`src/rtl/sync_ck_gen.sv`:
```
module sync_ck_gen #(
  parameter int DATA_SHORT = 8,
  parameter int STOP_BITS  = 1
) (
  input  logic clk,
  input  logic rst_n,
  input  logic enable,
  input  logic cfg_we,
  input  logic cfg_idle,
  input  logic cfg_phase,
  input  logic cfg_full,
  input  logic cfg_nine,
  input  logic tick2x,
  input  logic sof,
  output logic busy,
  output logic ck_out,
  output logic sample_stb
);
  localparam int MAX_BITS = DATA_SHORT + 2 + STOP_BITS;
  localparam int IW = $clog2(MAX_BITS + 1);

  logic idle_q, phase_q, full_q, nine_q;
  logic busy_q, half_q, stb_q;
  logic [IW-1:0] bit_q;

  wire [IW-1:0] ndata    = nine_q ? IW'(DATA_SHORT + 1) : IW'(DATA_SHORT);
  wire [IW-1:0] last_bit = ndata + IW'(STOP_BITS);
  wire in_data = busy_q && (bit_q != '0) && (bit_q <= ndata);
  wire pulsed  = in_data && (full_q || (bit_q != ndata));
  wire ck_act  = pulsed && (half_q != phase_q);

  assign ck_out     = idle_q ^ ck_act;
  assign busy       = busy_q;
  assign sample_stb = stb_q;

  always_ff @(posedge clk or negedge rst_n) begin
    if (!rst_n) begin
      idle_q  <= 1'b0;
      phase_q <= 1'b0;
      full_q  <= 1'b0;
      nine_q  <= 1'b0;
      busy_q  <= 1'b0;
      half_q  <= 1'b0;
      stb_q   <= 1'b0;
      bit_q   <= '0;
    end else begin
      if (cfg_we && !enable) begin
        idle_q  <= cfg_idle;
        phase_q <= cfg_phase;
        full_q  <= cfg_full;
        nine_q  <= cfg_nine;
      end
      stb_q <= 1'b0;
      if (!enable) begin
        busy_q <= 1'b0;
        half_q <= 1'b0;
        bit_q  <= '0;
      end else if (!busy_q) begin
        if (sof) begin
          busy_q <= 1'b1;
          half_q <= 1'b0;
          bit_q  <= '0;
        end
      end else if (tick2x) begin
        half_q <= ~half_q;
        if (!half_q)
          stb_q <= pulsed;
        else if (bit_q == last_bit)
          busy_q <= 1'b0;
        else
          bit_q <= bit_q + 1'b1;
      end
    end
  end


  stb_busy_chk: assert property (@(posedge clk) disable iff (!rst_n)
    sample_stb |-> busy_q);


  stb_single_chk: assert property (@(posedge clk) disable iff (!rst_n)
    sample_stb |=> !sample_stb);


  stb_level_chk: assert property (@(posedge clk) disable iff (!rst_n)
    sample_stb |-> (ck_out == (idle_q ^ ~phase_q)));


  busy_rise_chk: assert property (@(posedge clk) disable iff (!rst_n)
    $rose(busy_q) |-> $past(sof && enable));


  cfg_frozen_chk: assert property (@(posedge clk) disable iff (!rst_n)
    (enable && $past(enable)) |-> $stable({idle_q, phase_q, full_q, nine_q}));


  abort_chk: assert property (@(posedge clk) disable iff (!rst_n)
    $past(!enable) |-> (!busy_q && ck_out == idle_q));


  ck_hold_chk: assert property (@(posedge clk) disable iff (!rst_n)
    (busy_q && $past(busy_q) && !$past(tick2x)) |-> $stable(ck_out));
endmodule

```
`config.mk`:
```
export PLATFORM = sky130hd
export DESIGN_NAME = sync_ck_gen
export DESIGN_NICKNAME = d
export VERILOG_FILES = /design/src/rtl/sync_ck_gen.sv
export SDC_FILE = /design/constraint.sdc
export NUM_CORES = 1
export LEC_CHECK = 0
export BUFFER_PORTS_ARGS = -buffer_cell sky130_fd_sc_hd__buf_2
export CELL_PAD_IN_SITES_DETAIL_PLACEMENT = 1
export CELL_PAD_IN_SITES_GLOBAL_PLACEMENT = 1
export CORE_MARGIN = 3
export CORE_UTILIZATION = 43
export CTS_CLUSTER_DIAMETER = 60
export DETAILED_ROUTE_END_ITERATION = 10
export GPL_ROUTABILITY_DRIVEN = 0
export PLACE_DENSITY = 0.76
export SLEW_MARGIN = 20
export SYNTH_ARGS = -nofsm -noshare
export SYNTH_HDL_FRONTEND = slang
export SYNTH_SLANG_ARGS = --single-unit
```
`constraint.sdc`:
```
create_clock -name clk -period 4.63 [get_ports clk]
set_input_delay 0.926 -clock clk [delete_from_list [all_inputs] [get_ports clk]]
set_output_delay 0.926 -clock clk [all_outputs]
set_load 0.005 [all_outputs]
```
======== After elaboration in Yosys (flattened, before gate mapping) ========
Cells that the tools add are included.
cells by class
  multiply operators ...................... 0
  $lt $le $gt $ge ......................... 1
  $add $sub $neg .......................... 2
  reductions and logical operators ........ 10
  shifts and indexed selects .............. 0
  div/mod/pow operators ................... 0
  eq/ne operators ......................... 7
  multiplexer cells ....................... 21
  bitwise logic cells ..................... 2
operators by type and width
  cell                 count
  $mux 4               6
  $mux 1               15
  $add 4x1->4 const B  2
  $ne 3x3->1 const B   2
  $logic_and 1x1->1    5
  $eq 4x4->1           1
  $le 4x4->1           1
  $ne 4x4->1           1
  $reduce_and 4->1     1
  $reduce_bool 4->1    1
  $ne 3x1->1 const B   1
  $ne 3x2->1 const B   1
  $reduce_and 2->1     1
  $logic_not 1->1      1
  $logic_or 1x1->1     1
  $ne 1x1->1           1
  $not 1->1            1
  $xor 1x1->1          1
word-level totals
  bits in read-only memories .............. 0
  memories kept ........................... 0
  flip-flop bits (word level) ............. 11
  RAM bits ................................ 0
  latch bits .............................. 0

======== Longest topological paths before layout ========
Gate-level depths: netlist of run 1.
  word-level depth ........................ 8
  depth in mapped cells ................... 6
  depth with buffers taken out ............ 6

======== Worst setup path after synthesis of run 1 ========
Ideal clock, no wire load.
  path kind ............................... register to output
  from .................................... reg bit_q[0]
  to ...................................... out ck_out
  data arrival time ....................... 1.414 ns
  buffers on the path ..................... 0
  data required time ...................... 3.704 ns
  cell stages (with the launch flop) ...... 7
  path slack .............................. 2.290 ns
  path through ............................ dfrtp_1 -> inv_1 -> ha_1 -> mux2i_1 -> o32ai_1 -> nand3_1 -> xnor2_1
on the way
  word-level cells in the longest chain between the ends .. 6
  elaborated cells on any way between the ends .. 9
  those cells by class .................... 1 x order compare; 1 x eq/ne; 1 x bitwise; 6 x reduce/logical
RTL lines
  what                                                line  text
  start, declared                                     24    logic [IW-1:0] bit_q;
  start signal, assigned                              71    bit_q <= bit_q + 1'b1;
  branches (longest 3 deep; another with $le 4x4->1)  --
  $logic_and 1x1->1 *                                 29    wire pulsed = in_data && (full_q || (bit_q != ndata));
  $logic_and 1x1->1 *                                 30    wire ck_act = pulsed && (half_q != phase_q);
  $xor 1x1->1 *                                       32    assign ck_out = idle_q ^ ck_act;
  end, declared                                       16    output logic ck_out,
Every way passes the cells marked *.

======== Final worst setup path of run 1 ========
Same ends and word-level chain as after synthesis.

==> run_results.csv, run 1 <==
group,metric,value,unit
status,status,"completed",
pwr,sw_frac_of_total,25.7,%
run,maxCapViolCount,0,
floorplan,io_pins,13,
timing,post-route-period-util,62.2,%
cts,cts_sinks,11,
timing,rsz0062_at_grt,"false",
critical_path,max_stage_delay,0.40,ns
cells_and_area,drive_gt1_share,39.1,%
drt,drt_iter0_drc,9,
drt,drc,0,
logic_synthesis,yosys_warnings,0,
logic_synthesis,synth.yosys.seq_area_share,44.4,%
placed_design,port_buffers,12,
critical_path,crit_type,"reg2out",
floorplan,start_util,46.5,%
global_routing,antenna_found_initial,0,
critical_path,cp.buffers_inverters,2,
pwr,combPwrFrac,14.6,%
pwr,power.clock.fraction,32.0,%
pwr,p_int,0.000153,W
cts,cts-buffers-inserted,3,
critical_path,crit_chain,"inv_1 > ha_1 > mux2i_1 > o32ai_1 > nand3_1 > xnor2_1 > buf_2",
global_routing,grt-ovfl-total,0,
critical_path,crit_family,"flip-flops",
global_routing,grt_max_degree,12,
cts,clk_pin_slew,0.08,ns
timing,worst_pin_slew,0.318,ns
timing,holdWs,0.521,ns
logic_synthesis,synth-seq-cells,11,
cts,cts_tree,"built",
pwr,p_leak,0.329,nW
logic_synthesis,synth.top_cells.by_count,"dfrtp_1 (11), mux2_2 (5), ha_1 (3), nand3_1 (3), nor2b_1 (3)",
floorplan,fp.coreArea,1330,um2
critical_path,cp_data_required_time,3.70,ns
global_routing,grt_busiest_layer,"met2",
timing,hold_viol,0,
cts,cts_buffer_depth,2,
global_routing,grt_usage,15.9,%
floorplan,die_w,44.0,um
critical_path,critPathSlowestCell,"dfrtp_1",
logic_synthesis,netlist-cell-type-count,26,
cts,clkLatencyLatePin,0.26,ns
timing,worst_slack,1.75,ns
logic_synthesis,synth_top_area_share,44.4,%
logic_synthesis,synth_area,621,um2
cells_and_area,area_growth,16.9,%
critical_path,path_max_fanout,4,
pwr,power.switching,0.0000529,W
drt,vias,459,
global_routing,grtUsageMet2,27.9,%
timing,fin_tns_setup,0,ns
critical_path,critPathCaptureType,"primary output",
floorplan,num_rows,13,
global_routing,grt_pass1_vias,501,
floorplan,die-height,44.0,um
logic_synthesis,synth_cells,53,
drt,routed_wirelength,1360,um
placed_design,dpl.hpwl,1080,um
placed_design,place_ws,2.03,ns
logic_synthesis,syn_area_per_cell,11.7,um2
logic_synthesis,synth_edf_count,0,
floorplan,dieArea,1940,um2
cts,h-tree-depth,1,
logic_synthesis,synth.most_common_cell,"dfrtp_1",
cts,cts.repair.resized,0,
cts,postCtsSetupBuffers,0,
timing,final-setup-viol-count,0,
drt,drt_first_pass_iters,4,
pwr,power_density,283,nW/um2
cells_and_area,final.fill_count,157,
timing,finClkSkew,0.00437,ns
timing,fmax,0.347,GHz
drt,ant_nets,0,
global_routing,met3_usage,2.49,%
critical_path,worstSetupStartpointType,"flop",
drt,post_drt_wl_per_cell,16.2,um
logic_synthesis,syn_nets,66,
cells_and_area,diodes,0,
cts,cts-root-buf,"clkbuf_4",
pwr,seqPwrFrac,53.3,%
timing,drv_slew,0,
drt,vias_per_cell,5.46,
pwr,ir_worst_vdd,0.161,mV
critical_path,cp_data_arrival_time,1.95,ns
cts,cts_hold_buf,0,
logic_synthesis,ys_async_sr_fraction,100,%
cells_and_area,nets,83,
logic_synthesis,synth_flop_cell,"dfrtp_1",
global_routing,grt_pass1_wl,2260,um
timing,slew_headroom,78.8,%
timing,min_period,2.88,ns
logic_synthesis,synth_top_area_cell,"dfrtp_1",
cells_and_area,final_core_util,54.4,%
min_path,hp-class,"in2async",
global_routing,groute.layer.met1.usage,20.3,%
logic_synthesis,ys_top_cells_by_area,"dfrtp_1 (44%), mux2_2 (9.1%), ha_1 (6.0%), nor2b_1 (3.0%), xnor2_1 (2.8%)",
-- sequential cells by signal, summed over array words and instances (netlist names) --
name and flops:
busy 1, phase_q 1, bit_q 4, full_q 1
half_q 1, idle_q 1, sample_stb 1, nine_q 1
-- final timing paths --
check                                     start                   end  slack (ns)  cells after the start
min                                       rst_n  sample_stb$_DFF_PN0_        0.52                      1
min in group clk            phase_q$_DFFE_PN0P_   phase_q$_DFFE_PN0P_        0.54                      1
max reg2reg                bit_q[0]$_DFFE_PN0P_  bit_q[0]$_DFFE_PN0P_        2.88                      5
min reg2reg                 phase_q$_DFFE_PN0P_   phase_q$_DFFE_PN0P_        0.54                      1
max in group asynchronous                 rst_n  bit_q[1]$_DFFE_PN0P_        3.90                      1
max                        bit_q[0]$_DFFE_PN0P_                ck_out        1.75                      7
-- cell usage in the layout (no fill, tap or decap), types with 2 or more instances in the layout --
cell      netlist  final
a21oi_1         2      2
buf_2           0     12
clkbuf_4        0      3
dfrtp_1        11     11
ha_1            3      3
inv_1           2      2
mux2_2          5      5
nand2_1         2      2
nand3_1         3      3
nor2b_1         3      3
o21ai_0         2      2
o31ai_1         2      2
xnor2_1         2      2
xor2_1          2      2
-- area by class of cell --
class / count / area (um2) / share of cell area, %
flip-flops and latches: 11 / 275 / 37.9
well taps: 15 / 18.8 / 2.59
inverters: 2 / 7.51 / 1.03
multi-input cells: 40 / 338 / 46.6
clock buffers: 4 / 26.3 / 3.62
repair buffers: 12 / 60.1 / 8.28
-- worst reg2reg max path, cell delays in order, from the launching register on --
cell and delay, ns:
dfrtp_1 0.40, inv_1 0.09, ha_1 0.31, or3_4 0.42, nor2b_4 0.14, mux2_2 0.27
-- logic make-up after synthesis --
| logic type | after synthesis | synth area share (%) |
|---|---|---|
| AOI/OAI and AO/OA | 10 | 11.7 |
| xor gates and xnor gates | 4 | 5.65 |
| adders and majority gates | 3 | 6.05 |
| buffers and inverters | 2 | 1.21 |
| DFF | 11 | 44.4 |
| muxes | 6 | 10.7 |
| and+or+nand+nor | 17 | 20.4 |
-- routing by layer --
metal	vias up	part of all wire [%]	routed length, um
met5	-	0	0
met2	7	51	690
met3	2	3.4	47
li1	226	-	-
met4	0	0.81	11
met1	224	45	615
-- power by group through the flow --
stage	registers, W	clock network (W)	logic (W)
2_1_floorplan	0.000109	0	0.0000184
3_3_place_gp	0.000111	0	0.0000287
3_5_place_dp	0.000111	0	0.0000302
4_1_cts	0.000109	0.0000669	0.0000304
5_1_grt	0.000111	0.0000715	0.0000340
6_report	0.000110	0.0000658	0.0000301
-- metrics by stage --
step | cell area, um2 | power (W) | instances
after floorplan | 621 | 0.000128 | 53
after global placement | 699 | 0.000139 | 80
after detailed placement | 699 | 0.000142 | 80
after CTS | 726 | 0.000207 | 84
after global routing | 726 | 0.000216 | 84
final | 726 | 0.000205 | 84
(Power assumes the default switching activity.)
==> run 2, diff against run 1 <==
--- a/config.mk
+++ b/config.mk
@@ -9,11 +9,11 @@
 export CELL_PAD_IN_SITES_DETAIL_PLACEMENT = 1
 export CELL_PAD_IN_SITES_GLOBAL_PLACEMENT = 1
 export CORE_MARGIN = 3
-export CORE_UTILIZATION = 43
+export CORE_UTILIZATION = 36
 export CTS_CLUSTER_DIAMETER = 60
 export DETAILED_ROUTE_END_ITERATION = 10
 export GPL_ROUTABILITY_DRIVEN = 0
-export PLACE_DENSITY = 0.76
+export PLACE_DENSITY = 0.67
 export SLEW_MARGIN = 20
 export SYNTH_ARGS = -nofsm -noshare
 export SYNTH_HDL_FRONTEND = slang
==> constraint.sdc (replaced) <==
create_clock -name clk -period 2.37 [get_ports clk]
set_input_delay 0.474 -clock clk [delete_from_list [all_inputs] [get_ports clk]]
set_output_delay 0.474 -clock clk [all_outputs]
set_load 0.005 [all_outputs]
==> run 2 against run 1 <==
- critical path depth stayed put
- critical endpoint unchanged
- utilization is 5.5 points lower
- combinational power is 130% higher
- sequential power is 94% higher
- clock skew hardly changed
- first-iteration DRC count is 11% lower
- largest power group unchanged
- sequential share of layout area is 1.9 points lower
- non-clock buffer count is 2 higher
==> run_results.csv, run 2 (same netlist as run 1, synthesis figures left out) <==
group,metric,value,unit
status,status,"completed",
timing,slew_headroom,75.4,%
cells_and_area,largest_reg_flops,4,
floorplan,io_pins,13,
drt,drc,0,
timing,hold_viol,0,
critical_path,critPathCaptureType,"primary output",
global_routing,groute.layer.met1.usage,16.5,%
placed_design,dpl.hpwl,978,um
global_routing,grt_busiest_layer,"met2",
drt,post_drt_wl_per_cell,15.2,um
placed_design,placement.cell_area,701,um2
critical_path,regToRegSetupSlack,0.74,ns
timing,min_period,2.25,ns
floorplan,fp.coreArea,1560,um2
critical_path,cp_data_required_time,1.90,ns
pwr,seqPwrFrac,51.3,%
drt,ant_nets,0,
pwr,power_density,545,nW/um2
cells_and_area,area_growth,23.0,%
floorplan,dieArea,2260,um2
pwr,ir_worst_vdd,0.403,mV
cts,clkLatencyLatePin,0.27,ns
drt,drt_first_pass_iters,2,
timing,fin_tns_setup,0,ns
cells_and_area,final_common_cell,"buf_2",
placed_design,port_buffers,12,
cts,clk_pin_slew,0.08,ns
cells_and_area,nets,85,
global_routing,grtUsageMet2,20.3,%
cells_and_area,regArea,275,um2
drt,drt_iter0_drc,8,
cts,h-tree-depth,1,
cells_and_area,regMostFlops,"bit_q",
timing,post-route-period-util,95.1,%
cells_and_area,final.fill_count,176,
floorplan,start_util,39.8,%
timing,final-setup-viol-count,0,
global_routing,antenna_found_initial,0,
drt,vias,482,
critical_path,crit_type,"reg2out",
drt,vias_per_cell,5.54,
cts,cts_tree,"built",
pwr,power.clock.fraction,32.4,%
cells_and_area,design_area,763,um2
global_routing,grt_max_degree,12,
global_routing,grt_pass1_vias,452,
timing,finClkSkew,0.00455,ns
cells_and_area,fin_cells,87,
pwr,power.switching,0.000114,W
placed_design,placedCellCount,81,
cts,cts_sinks,11,
drt,routed_wirelength,1320,um
critical_path,reg2reg_depth,5,
min_path,hp-class,"in2async",
pwr,p_leak,0.346,nW
cts,cts_hold_buf,0,
floorplan,die-height,47.5,um
timing,fmax,0.444,GHz
timing,worst_pin_slew,0.368,ns
timing,rsz0062_at_grt,"false",
timing,drv_slew,0,
cells_and_area,multiInputGateArea,358,um2
cells_and_area,final_cell_mix,"buf_2 (12), dfrtp_1 (11), mux2_2 (5)",
critical_path,cp_data_arrival_time,1.78,ns
cells_and_area,diodes,0,
cts,cts_buffer_depth,2,
global_routing,grt_pass1_wl,1980,um
cts,cts-root-buf,"clkbuf_4",
placed_design,place_ws,0.271,ns
timing,worst_slack,0.116,ns
global_routing,grt-ovfl-total,0,
pwr,p_int,0.000302,W
floorplan,die_w,47.5,um
floorplan,num_rows,14,
cells_and_area,drive_gt1_share,45.1,%
cts,cts-buffers-inserted,3,
global_routing,met3_usage,2.26,%
run,maxCapViolCount,0,
global_routing,grt_usage,12.8,%
critical_path,worstSetupStartpointType,"flop",
pwr,sw_frac_of_total,27.3,%
critical_path,path_max_fanout,2,
pwr,combPwrFrac,16.3,%
## run 2: cell types whose count changed in the layout (fill, tap and decap cells not counted), sizes merged
| cell | before | now |
|---|---|---|
| buf | 12 | 14 |
| clkbuf | 4 | 3 |
| clkinv | 0 | 1 |
## run 2: path summary, 6_finish.rpt
check	endpoint	from
setup / recovery	ck_out	bit_q[0]$_DFFE_PN0P_
setup reg to reg	bit_q[1]$_DFFE_PN0P_	bit_q[0]$_DFFE_PN0P_
max in group asynchronous	phase_q$_DFFE_PN0P_	rst_n
hold / removal	bit_q[2]$_DFFE_PN0P_	rst_n
hold reg to reg	phase_q$_DFFE_PN0P_	phase_q$_DFFE_PN0P_
min in group clk	nine_q$_DFFE_PN0P_	cfg_nine
## run 2: layout make-up
| type | instances | share of cell area (%) |
|---|---|---|
| clock inverters | 1 | 0.656 |
| well taps | 16 | 2.62 |
| multi-input cells | 40 | 46.9 |
| repair buffers | 14 | 9.84 |
| clock buffers | 3 | 2.95 |
| flip-flops and latches | 11 | 36.1 |
| inverters | 2 | 0.984 |
## run 2: power groups by stage
stage | Combinational, W | Sequential, W | Clock, W
final | 0.0000678 | 0.000213 | 0.000135
after global routing | 0.0000760 | 0.000216 | 0.000151
after CTS | 0.0000605 | 0.000213 | 0.000138
after detailed placement | 0.0000591 | 0.000217 | 0
after global placement | 0.0000562 | 0.000216 | 0
after floorplan | 0.0000360 | 0.000214 | 0
## run 2: stage by stage
stage          util, %  total power, W  hold WS (ns)
6_report          49.0        0.000416        0.0532
5_1_grt           49.0        0.000443        0.0560
4_1_cts           47.2        0.000412        0.0690
3_5_place_dp      44.9        0.000276         0.368
3_3_place_gp      44.9        0.000272         0.359
2_1_floorplan        -        0.000250         0.178
## run 2: per-layer routing
metal	share of wire (%)	vias up
met4	1.9	0
li1	-	231
met2	48	10
met3	4.0	4
met5	0	-
met1	46	237
## run 2: timing repair
item,in CTS,in global routing
setup buffers,0,2
endpoints found under the setup margin,1,1
resized for setup,1,1
## run 2: worst max-delay path, cell delays in order, from the launching register on
cell and delay (ns):
dfrtp_1 0.38, inv_1 0.12, ha_4 0.22, mux2i_1 0.13, o32ai_2 0.27, nand3_1 0.12
xnor2_1 0.14, buf_2 0.12
